==> config.mk <==
export PLATFORM = sky130hd
export DESIGN_NAME = lin_hdr_rx
export DESIGN_NICKNAME = d
export VERILOG_FILES = /design/src/rtl/lin_rx_pkg.sv /design/src/rtl/lin_char_rx.sv /design/src/rtl/lin_sync_meter.sv /design/src/rtl/lin_hdr_fsm.sv /design/src/rtl/lin_hdr_rx.sv
export SDC_FILE = /design/constraint.sdc
export NUM_CORES = 1
export LEC_CHECK = 0
export BUFFER_PORTS_ARGS = -buffer_cell sky130_fd_sc_hd__buf_2
export CORE_ASPECT_RATIO = 1.25
export CORE_MARGIN = 5
export CORE_UTILIZATION = 35
export CTS_BUF_LIST = sky130_fd_sc_hd__clkbuf_16
export DETAILED_ROUTE_END_ITERATION = 8
export HOLD_SLACK_MARGIN = 0.02
export PLACE_DENSITY = 0.49
export SYNTH_ARGS = -nofsm -noshare
export SYNTH_HDL_FRONTEND = slang
export SYNTH_SLANG_ARGS = --single-unit
export TNS_END_PERCENT = 10
==> constraint.sdc <==
create_clock -name clk -period 2.6 [get_ports clk]
set_input_delay 0 -clock clk [delete_from_list [all_inputs] [get_ports clk]]
set_output_delay 0 -clock clk [all_outputs]
set_load 0.005 [all_outputs]
==> src/rtl/lin_rx_pkg.sv <==
// Shared types and helpers for the LIN slave header receiver.
// Assumes 8-bit identifiers: 6 id bits plus 2 parity bits on top.
package lin_rx_pkg;

    // character sampler states
    typedef enum logic [2:0] {
        CR_IDLE,
        CR_START,
        CR_DATA,
        CR_WAITHI
    } chr_st_t;

    // header sequencing states
    typedef enum logic [1:0] {
        HS_NORM,
        HS_SYNC,
        HS_SYNC_END,
        HS_ID
    } hdr_st_t;

    // identifier parity: bit6 = even parity of id0,1,2,4; bit7 = odd parity of id1,3,4,5
    function automatic logic id_par_ok(input logic [7:0] f);
        logic p0;
        logic p1;
        p0 = f[0] ^ f[1] ^ f[2] ^ f[4];
        p1 = ~(f[1] ^ f[3] ^ f[4] ^ f[5]);
        return (f[6] == p0) && (f[7] == p1);
    endfunction

endpackage

==> src/rtl/lin_char_rx.sv <==
// 8N1 character sampler with break recognition.
// Samples RX only on the oversampling tick and assumes RX is already
// synchronised. Emits one-cycle events: a good character, a framing
// error, or a break (an all-zero character whose low run reached
// BRK_BITS bit times before RX returned high).
module lin_char_rx
    import lin_rx_pkg::*;
#(
    parameter int OSR      = 16,
    parameter int BRK_BITS = 11
) (
    input  logic       clk,
    input  logic       rst_n,
    input  logic       tick,
    input  logic       rx,
    output logic       ev_char,
    output logic       ev_fe,
    output logic       ev_brk,
    output logic [7:0] ev_data
);
    localparam int CW        = $clog2(OSR);
    localparam int BRK_TICKS = OSR * BRK_BITS;
    localparam int LW        = $clog2(BRK_TICKS) + 2;
    localparam logic [CW-1:0] MID_CNT  = CW'(OSR / 2 - 1);
    localparam logic [CW-1:0] LAST_CNT = CW'(OSR - 1);
    localparam logic [LW-1:0] BRK_MIN  = LW'(BRK_TICKS);

    chr_st_t       st;
    logic [CW-1:0] cnt;
    logic [3:0]    bitn;
    logic [7:0]    shreg;
    logic          brk_cand;
    logic [LW-1:0] low_run;

    assign ev_data = shreg;

    // count consecutive low ticks on RX, saturating
    always_ff @(posedge clk) begin
        if (!rst_n) begin
            low_run <= '0;
        end else if (tick) begin
            if (rx)
                low_run <= '0;
            else if (low_run != '1)
                low_run <= low_run + 1'b1;
        end
    end

    // framing state machine: start check, 8 data bits, stop, wait for idle
    always_ff @(posedge clk) begin
        if (!rst_n) begin
            st       <= CR_IDLE;
            cnt      <= '0;
            bitn     <= '0;
            shreg    <= '0;
            brk_cand <= 1'b0;
            ev_char  <= 1'b0;
            ev_fe    <= 1'b0;
            ev_brk   <= 1'b0;
        end else begin
            ev_char <= 1'b0;
            ev_fe   <= 1'b0;
            ev_brk  <= 1'b0;
            if (tick) begin
                case (st)
                    CR_IDLE: begin
                        if (!rx) begin
                            st  <= CR_START;
                            cnt <= '0;
                        end
                    end
                    CR_START: begin
                        if (cnt == MID_CNT) begin
                            cnt  <= '0;
                            bitn <= '0;
                            st   <= rx ? CR_IDLE : CR_DATA;
                        end else begin
                            cnt <= cnt + 1'b1;
                        end
                    end
                    CR_DATA: begin
                        if (cnt == LAST_CNT) begin
                            cnt <= '0;
                            if (bitn == 4'd8) begin
                                if (rx) begin
                                    ev_char <= 1'b1;
                                    st      <= CR_IDLE;
                                end else if (shreg == 8'h00) begin
                                    brk_cand <= 1'b1;
                                    st       <= CR_WAITHI;
                                end else begin
                                    ev_fe    <= 1'b1;
                                    brk_cand <= 1'b0;
                                    st       <= CR_WAITHI;
                                end
                            end else begin
                                shreg <= {rx, shreg[7:1]};
                                bitn  <= bitn + 1'b1;
                            end
                        end else begin
                            cnt <= cnt + 1'b1;
                        end
                    end
                    CR_WAITHI: begin
                        if (rx) begin
                            st <= CR_IDLE;
                            if (brk_cand) begin
                                if (low_run >= BRK_MIN)
                                    ev_brk <= 1'b1;
                                else
                                    ev_fe <= 1'b1;
                            end
                        end
                    end
                    default: st <= CR_IDLE;
                endcase
            end
        end
    end

    // at most one event per cycle
    assert_evt_excl_R10: assert property (@(posedge clk) disable iff (!rst_n)
        $onehot0({ev_char, ev_fe, ev_brk}));

    // a break is only declared once RX has come back high
    assert_brk_on_high_R1: assert property (@(posedge clk) disable iff (!rst_n)
        ev_brk |-> $past(rx));

endmodule

==> src/rtl/lin_sync_meter.sv <==
// Synch field timer. Armed by a break; counts ticks from the first
// falling RX edge to the FALL_EDGES-th one and holds the result.
// Assumes the line is high when armed (break delimiter).
module lin_sync_meter #(
    parameter int SYNC_W     = 9,
    parameter int FALL_EDGES = 5
) (
    input  logic              clk,
    input  logic              rst_n,
    input  logic              tick,
    input  logic              rx,
    input  logic              arm,
    output logic              done,
    output logic [SYNC_W-1:0] sync_ticks
);
    localparam int EW = $clog2(FALL_EDGES + 1);
    localparam logic [EW-1:0] LAST_EDGE = EW'(FALL_EDGES - 1);

    logic              rx_prev;
    logic              armed;
    logic [EW-1:0]     edges;
    logic [SYNC_W-1:0] cnt;

    // edge counting and duration capture
    always_ff @(posedge clk) begin
        if (!rst_n) begin
            rx_prev    <= 1'b1;
            armed      <= 1'b0;
            edges      <= '0;
            cnt        <= '0;
            done       <= 1'b0;
            sync_ticks <= '0;
        end else begin
            done <= 1'b0;
            if (tick)
                rx_prev <= rx;
            if (arm) begin
                armed <= 1'b1;
                edges <= '0;
                cnt   <= '0;
            end else if (tick && armed) begin
                if (edges != '0 && cnt != '1)
                    cnt <= cnt + 1'b1;
                if (rx_prev && !rx) begin
                    edges <= edges + 1'b1;
                    if (edges == '0)
                        cnt <= '0;
                    if (edges == LAST_EDGE) begin
                        sync_ticks <= cnt + 1'b1;
                        done       <= 1'b1;
                        armed      <= 1'b0;
                    end
                end
            end
        end
    end

    // the published duration only moves when a measurement completes
    assert_ticks_update_R7: assert property (@(posedge clk) disable iff (!rst_n)
        !$stable(sync_ticks) |-> done);

    // a completed measurement leaves the meter disarmed
    assert_done_disarms_R7: assert property (@(posedge clk) disable iff (!rst_n)
        done |-> !armed);

endmodule

==> src/rtl/lin_hdr_fsm.sv <==
// Header sequencer and flag registers. Consumes sampler events and the
// synch-meter completion, walks break -> synch -> identifier, and
// decides which bytes reach the data register and which flags rise.
// Assumes the synch measurement finishes before the synch character's
// own sampler event (true for rates within a few percent of nominal).
module lin_hdr_fsm
    import lin_rx_pkg::*;
#(
    parameter int DW = 8
) (
    input  logic          clk,
    input  logic          rst_n,
    input  logic          ev_char,
    input  logic          ev_fe,
    input  logic          ev_brk,
    input  logic [DW-1:0] ev_data,
    input  logic          meas_done,
    input  logic          hdr_mode,
    input  logic          resync_en,
    input  logic          parity_en,
    input  logic          mute_en,
    input  logic          flags_clr,
    output logic          meter_arm,
    output logic [DW-1:0] rx_data,
    output logic          rx_full,
    output logic          hdr_det,
    output logic          frame_err,
    output logic          par_err
);
    hdr_st_t       st, nxt;
    logic          ld;
    logic [DW-1:0] ld_val;
    logic          s_full, s_hdr, s_fe, s_pe;

    // next state and flag-set decisions for this cycle
    always_comb begin
        nxt       = st;
        ld        = 1'b0;
        ld_val    = ev_data;
        s_full    = 1'b0;
        s_hdr     = 1'b0;
        s_fe      = 1'b0;
        s_pe      = 1'b0;
        meter_arm = 1'b0;
        if (ev_brk) begin
            nxt       = HS_SYNC;
            meter_arm = 1'b1;
            if (!hdr_mode) begin
                ld     = 1'b1;
                ld_val = '0;
                s_full = 1'b1;
                s_hdr  = 1'b1;
            end
        end else begin
            case (st)
                HS_NORM: begin
                    if (ev_char && !mute_en) begin
                        ld     = 1'b1;
                        s_full = 1'b1;
                    end
                    if (ev_fe && !mute_en)
                        s_fe = 1'b1;
                end
                HS_SYNC: begin
                    if (meas_done)
                        nxt = HS_SYNC_END;
                end
                HS_SYNC_END: begin
                    if (ev_char || ev_fe) begin
                        nxt = HS_ID;
                        if (!resync_en && !hdr_mode && !mute_en) begin
                            ld     = ev_char;
                            s_full = ev_char;
                            s_fe   = ev_fe;
                        end
                    end
                end
                HS_ID: begin
                    if (ev_char) begin
                        nxt    = HS_NORM;
                        ld     = 1'b1;
                        s_full = 1'b1;
                        s_hdr  = hdr_mode;
                        s_pe   = parity_en && !id_par_ok(ev_data);
                    end else if (ev_fe) begin
                        nxt  = HS_NORM;
                        s_fe = 1'b1;
                    end
                end
                default: nxt = HS_NORM;
            endcase
        end
    end

    // state, data register and sticky flags (set beats clear)
    always_ff @(posedge clk) begin
        if (!rst_n) begin
            st        <= HS_NORM;
            rx_data   <= '0;
            rx_full   <= 1'b0;
            hdr_det   <= 1'b0;
            frame_err <= 1'b0;
            par_err   <= 1'b0;
        end else begin
            st <= nxt;
            if (ld)
                rx_data <= ld_val;
            rx_full   <= s_full | (rx_full   & !flags_clr);
            hdr_det   <= s_hdr  | (hdr_det   & !flags_clr);
            frame_err <= s_fe   | (frame_err & !flags_clr);
            par_err   <= s_pe   | (par_err   & !flags_clr);
        end
    end

    // early mode: a break leaves 0x00 with both flags up
    assert_brk_early_R2: assert property (@(posedge clk) disable iff (!rst_n)
        ev_brk && !hdr_mode |=> rx_full && hdr_det && (rx_data == '0));

    // late mode: the header flag rises only on identifier completion
    assert_late_hdr_R3: assert property (@(posedge clk) disable iff (!rst_n)
        $rose(hdr_det) && hdr_mode |-> $past(st) == HS_ID);

    // resync on: nothing is delivered while the synch field is in flight
    assert_sync_quiet_R5: assert property (@(posedge clk) disable iff (!rst_n)
        (st == HS_SYNC || st == HS_SYNC_END) && resync_en && !ev_brk
        |=> !$rose(rx_full) && !$rose(frame_err));

    // mute: ordinary characters raise nothing
    assert_mute_quiet_R9: assert property (@(posedge clk) disable iff (!rst_n)
        st == HS_NORM && mute_en && !ev_brk |=> !$rose(rx_full) && !$rose(frame_err));

    // parity check off: the parity flag cannot rise on an identifier
    assert_par_off_R8: assert property (@(posedge clk) disable iff (!rst_n)
        st == HS_ID && ev_char && !parity_en |=> !$rose(par_err));

endmodule

==> src/rtl/lin_hdr_rx.sv <==
// LIN slave header receiver top. Ties the character sampler, the
// synch meter and the header sequencer together and forms the
// interrupt. Assumes RX is synchronised and os_tick pulses for one
// clock at OSR times the bit rate.
module lin_hdr_rx #(
    parameter int OSR      = 16,
    parameter int BRK_BITS = 11,
    parameter int SYNC_W   = $clog2(OSR * 16) + 1
) (
    input  logic              clk,
    input  logic              rst_n,
    input  logic              rx,
    input  logic              os_tick,
    input  logic              hdr_mode,
    input  logic              resync_en,
    input  logic              parity_en,
    input  logic              mute_en,
    input  logic              hdr_irq_en,
    input  logic              flags_clr,
    output logic [7:0]        rx_data,
    output logic              rx_full,
    output logic              hdr_det,
    output logic              frame_err,
    output logic              par_err,
    output logic              irq,
    output logic [SYNC_W-1:0] sync_ticks
);
    localparam int SYNC_FALLS = 5;

    logic       ev_char, ev_fe, ev_brk;
    logic [7:0] ev_data;
    logic       meas_done, meter_arm;

    lin_char_rx #(.OSR(OSR), .BRK_BITS(BRK_BITS)) u_chr (
        .clk     (clk),
        .rst_n   (rst_n),
        .tick    (os_tick),
        .rx      (rx),
        .ev_char (ev_char),
        .ev_fe   (ev_fe),
        .ev_brk  (ev_brk),
        .ev_data (ev_data)
    );

    lin_sync_meter #(.SYNC_W(SYNC_W), .FALL_EDGES(SYNC_FALLS)) u_meter (
        .clk        (clk),
        .rst_n      (rst_n),
        .tick       (os_tick),
        .rx         (rx),
        .arm        (meter_arm),
        .done       (meas_done),
        .sync_ticks (sync_ticks)
    );

    lin_hdr_fsm #(.DW(8)) u_fsm (
        .clk       (clk),
        .rst_n     (rst_n),
        .ev_char   (ev_char),
        .ev_fe     (ev_fe),
        .ev_brk    (ev_brk),
        .ev_data   (ev_data),
        .meas_done (meas_done),
        .hdr_mode  (hdr_mode),
        .resync_en (resync_en),
        .parity_en (parity_en),
        .mute_en   (mute_en),
        .flags_clr (flags_clr),
        .meter_arm (meter_arm),
        .rx_data   (rx_data),
        .rx_full   (rx_full),
        .hdr_det   (hdr_det),
        .frame_err (frame_err),
        .par_err   (par_err)
    );

    // interrupt follows the header flag when enabled
    assign irq = hdr_det & hdr_irq_en;

endmodule

==> key figures <==
Worst setup path
  – Critical path arrival: 2620 ps
  – CP startpoint: u_meter.cnt[0]
  – Slowest CP cell: or3_1
  – FF-to-FF path depth: 9
  – R2R Path Start: u_meter.cnt[0]
  – CP max FO: 7
  – Type of the worst setup path: reg -> reg
  – CP required: 2850 ps
  – CP startpoint kind: register
  – Worst R2R Setup Slack: 230 ps
  – Most used cell, CP: ha_1
  – Worst R2R End: u_meter.cnt[7]
  – Max incr delay on CP: 360 ps
  – Crit end category: register
  – Worst path cell trace: ha_1, nand3_1, nor2_1, and3_1, ha_1, nand3b_1, or2_0, or3_1, a21oi_1
  – Crit path capture: u_meter.cnt[7]

Synthesis
  – Mean area per synthesized cell: 8.59 µm²
  – Post-synthesis sequential area ratio: 0.419
  – Net Count, Synth: around 410
  – Synthesized flop and latch total: 70
  – Synth cell types: 58
  – Yosys warning total: 0
  – Mapped Cells: ~390
  – EDFF count, synth: 0
  – Ys async rst share: 0
  – Cell area after synthesis: 3340 µm²
  – Top FF cell, synth: dfxtp_1

Timing
  – Max Fclk: 0.422 GHz
  – RSZ-0062 raised after global routing: no
  – Final worst setup slack: 230 ps
  – Crit path time final: 2370 ps
  – Hold slack final: between 30 and 40 ps
  – Hold Violations, Final: 0
  – Worst Clk Skew: 3.26 ps
  – Worst-Margin Slew: approximately 730 ps
  – Final Max Slew Viols: 0
  – Final setup violation count: 0
  – Fin crit share: 0.912
  – Setup TNS: 0 ps
  – Relative slew slack: 0.511

Global routing
  – Vias in the first global route: 2664
  – Gr usage total: 0.132
  – GRT Residual Overflow: 0
  – Largest net degree at the start of global routing: 25
  – Antenna violations before repair: 0
  – Wire length of the first global-routing pass: around 13000 µm

Power
  – IR drop worst, VDD: 0.313 mV
  – Pleak: about 1.5 nW
  – Pwr dens: between 500 and 600 nW/µm²

Routing
  – Routed wire length: 7220 µm
  – Iter 0 DRT Violations: 80
  – Routed WL per cell: 13.1 µm
  – DR WL met2: about 3600 µm
  – Routed length on met3: between 200 and 300 µm
  – Via count: 2733
  – # DRC: 0
  – Wl on met1: 3200 µm
  – ANT nets after route: 0
  – Via density per instance: 4.94
  – Top Layer Used: met4
  – First-pass DRT Iterations: 4

CTS
  – Cts bufs inserted: 9
  – Root Driver: clkbuf_16
  – Clock Latency Late Sink: 330 ps
  – H-tree levels: 3
  – Clk sinks: 70
  – Bufs on Longest Clock Path: 2
  – CTS tree: built
  – Reg clk slew, reported paths: 50 ps

Floorplanning
  – Core Region: between 9000 and 10000 µm²
  – Die Wd: around 97 µm
  – Die height: 119 µm
  – I/O pins: 32
  – # rows: 40
  – Initial Util: 0.353
  – Die area: 11600 µm²

Cells and area
  – Seq. cell area: 1400 µm²
  – Multi-input gate area: 1820 µm²
  – Final Net Count: 448
  – Area grow syn2layout: 17.3%
  – Share of cells above drive strength 1: 0.122
  – Antenna diodes: 0
  – Filler cell count: 949

Status
  – Status: complete, no violations

Placed design
  – GP Congestion: 0.782
  – I/O Buffers: 31
  – HPWL after DPL: 5220 µm
  – Post-placement setup slack: between 200 and 250 ps

Run
  – Max-cap viol count: 0

Min path
  – Worst Hold Class: in -> reg
power breakdown:
part / switching, mW / total (mW) / internal [mW]
clock: 0.438 / 1.16 / 0.725
sequential: 0.00455 / 1.08 / 1.08
combinational: 0.0670 / 0.0977 / 0.0307
total: 0.509 / 2.34 / 1.83
stage by stage:
stage           util  instance area (µm²)  total power, mW  cells
5_1_grt        0.415                 3920             2.44    553
2_1_floorplan      -                 3340             1.17    389
4_1_cts        0.415                 3920             2.38    553
6_report       0.415                 3920             2.34    553
3_3_place_gp   0.384                 3630             1.20    538
3_5_place_dp   0.384                 3630             1.20    538
layout make-up:
class	instances	share of cell area
repair buffers	36	0.0498
clock inverters	5	0.0134
inverters	19	0.0182
flip-flops and latches	70	0.357
multi-input cells	288	0.464
well taps	126	0.0402
clock buffers	9	0.0574
cells in the mapped netlist (6+ instances only):
cell type	count	share of area
xnor2_1	15	0.039
xor2_1	6	0.016
nand4_1	6	0.011
mux2i_1	18	0.054
ha_1	14	0.052
inv_1	18	0.020
clkbuf_1	8	0.0090
o21ai_0	19	0.028
nor3_1	6	0.0090
dfxtp_1	70	0.42
nand3_1	16	0.024
nor2b_1	7	0.013
a21oi_1	20	0.030
nor2_1	36	0.040
or3_1	9	0.017
nand2_1	48	0.054
cell usage in the layout (no fill, tap or decap), types with 2 or more instances in the layout:
cell       instances
a22o_1             2
a21oi_1           20
nor2_1            36
buf_4              4
and2_1             3
ha_1              14
o21a_1             4
nand2_1           48
mux2i_1           18
or3_1              9
buf_2             31
nor3_1             6
dfxtp_1           70
o21ai_0           19
or4_1              2
nand4_1            6
clkbuf_16          9
nor2b_1            7
o21ai_1            4
a21o_1             2
xnor2_1           15
nand4b_1           3
nor4_1             5
and3_1             5
a211oi_1           2
clkinv_2           2
nand3b_1           5
xor2_1             6
inv_1             18
nand3_1           16
o211ai_1           2
a31oi_1            2
and4_1             2
and4b_1            3
worst min-delay path by stage:
stage	start	end	slack (ps)	cells past startpoint
3_5_place_dp	hdr_irq_en	irq	270	3
2_1_floorplan	hdr_irq_en	irq	110	1
4_1_cts	rst_n	u_fsm.st[0]	30	3
6_report	rst_n	u_fsm.st[0]	30	3
3_3_place_gp	hdr_irq_en	irq	270	3
5_1_grt	flags_clr	u_fsm.frame_err	50	3
worst max-delay path, delay by kind of cell, from the launching register on:
family | cells | cell delay, ps
simple gates | 6 | 1390
fa+ha+maj | 2 | 420
flops | 1 | 340
compound gates | 1 | 150
flip-flops by register name, indices dropped and copies added, names as in the netlist, 2 cells and up:
register	count
u_chr.bitn	4
u_chr.cnt	4
u_chr.ev_data	8
u_chr.low_run	10
u_chr.st	2
u_fsm.rx_data	8
u_fsm.st	2
u_meter.cnt	9
u_meter.edges	3
u_meter.sync_ticks	9
cell families (layout without fill, tap and decap cells):
kind of cell               Yosys count  count (layout)  synth area share
AOI/OAI and AO/OA                   73              73             0.139
xor gates and xnor gates            21              21            0.0550
adders and majority gates           14              14            0.0524
buffers and inverters               31              69            0.0367
DFF                                 70              70             0.419
muxes                               18              18            0.0539
and+or+nand+nor                    162             162             0.243
metal layers:
metal / vias to the layer above / global-route usage
met5: - / 0
met4: 0 / 0.0545
met3: 12 / 0.0351
met2: 35 / 0.231
met1: 1254 / 0.150
li1: 1432 / -
repair_timing:
item / in CTS / in global routing
hold buffers: 1 / 0
setup buffers: 0 / 0
resized for setup: 0 / 0
hold endpoints to repair: 1 / 0
Note: power is estimated with default switching activity, not from simulation.
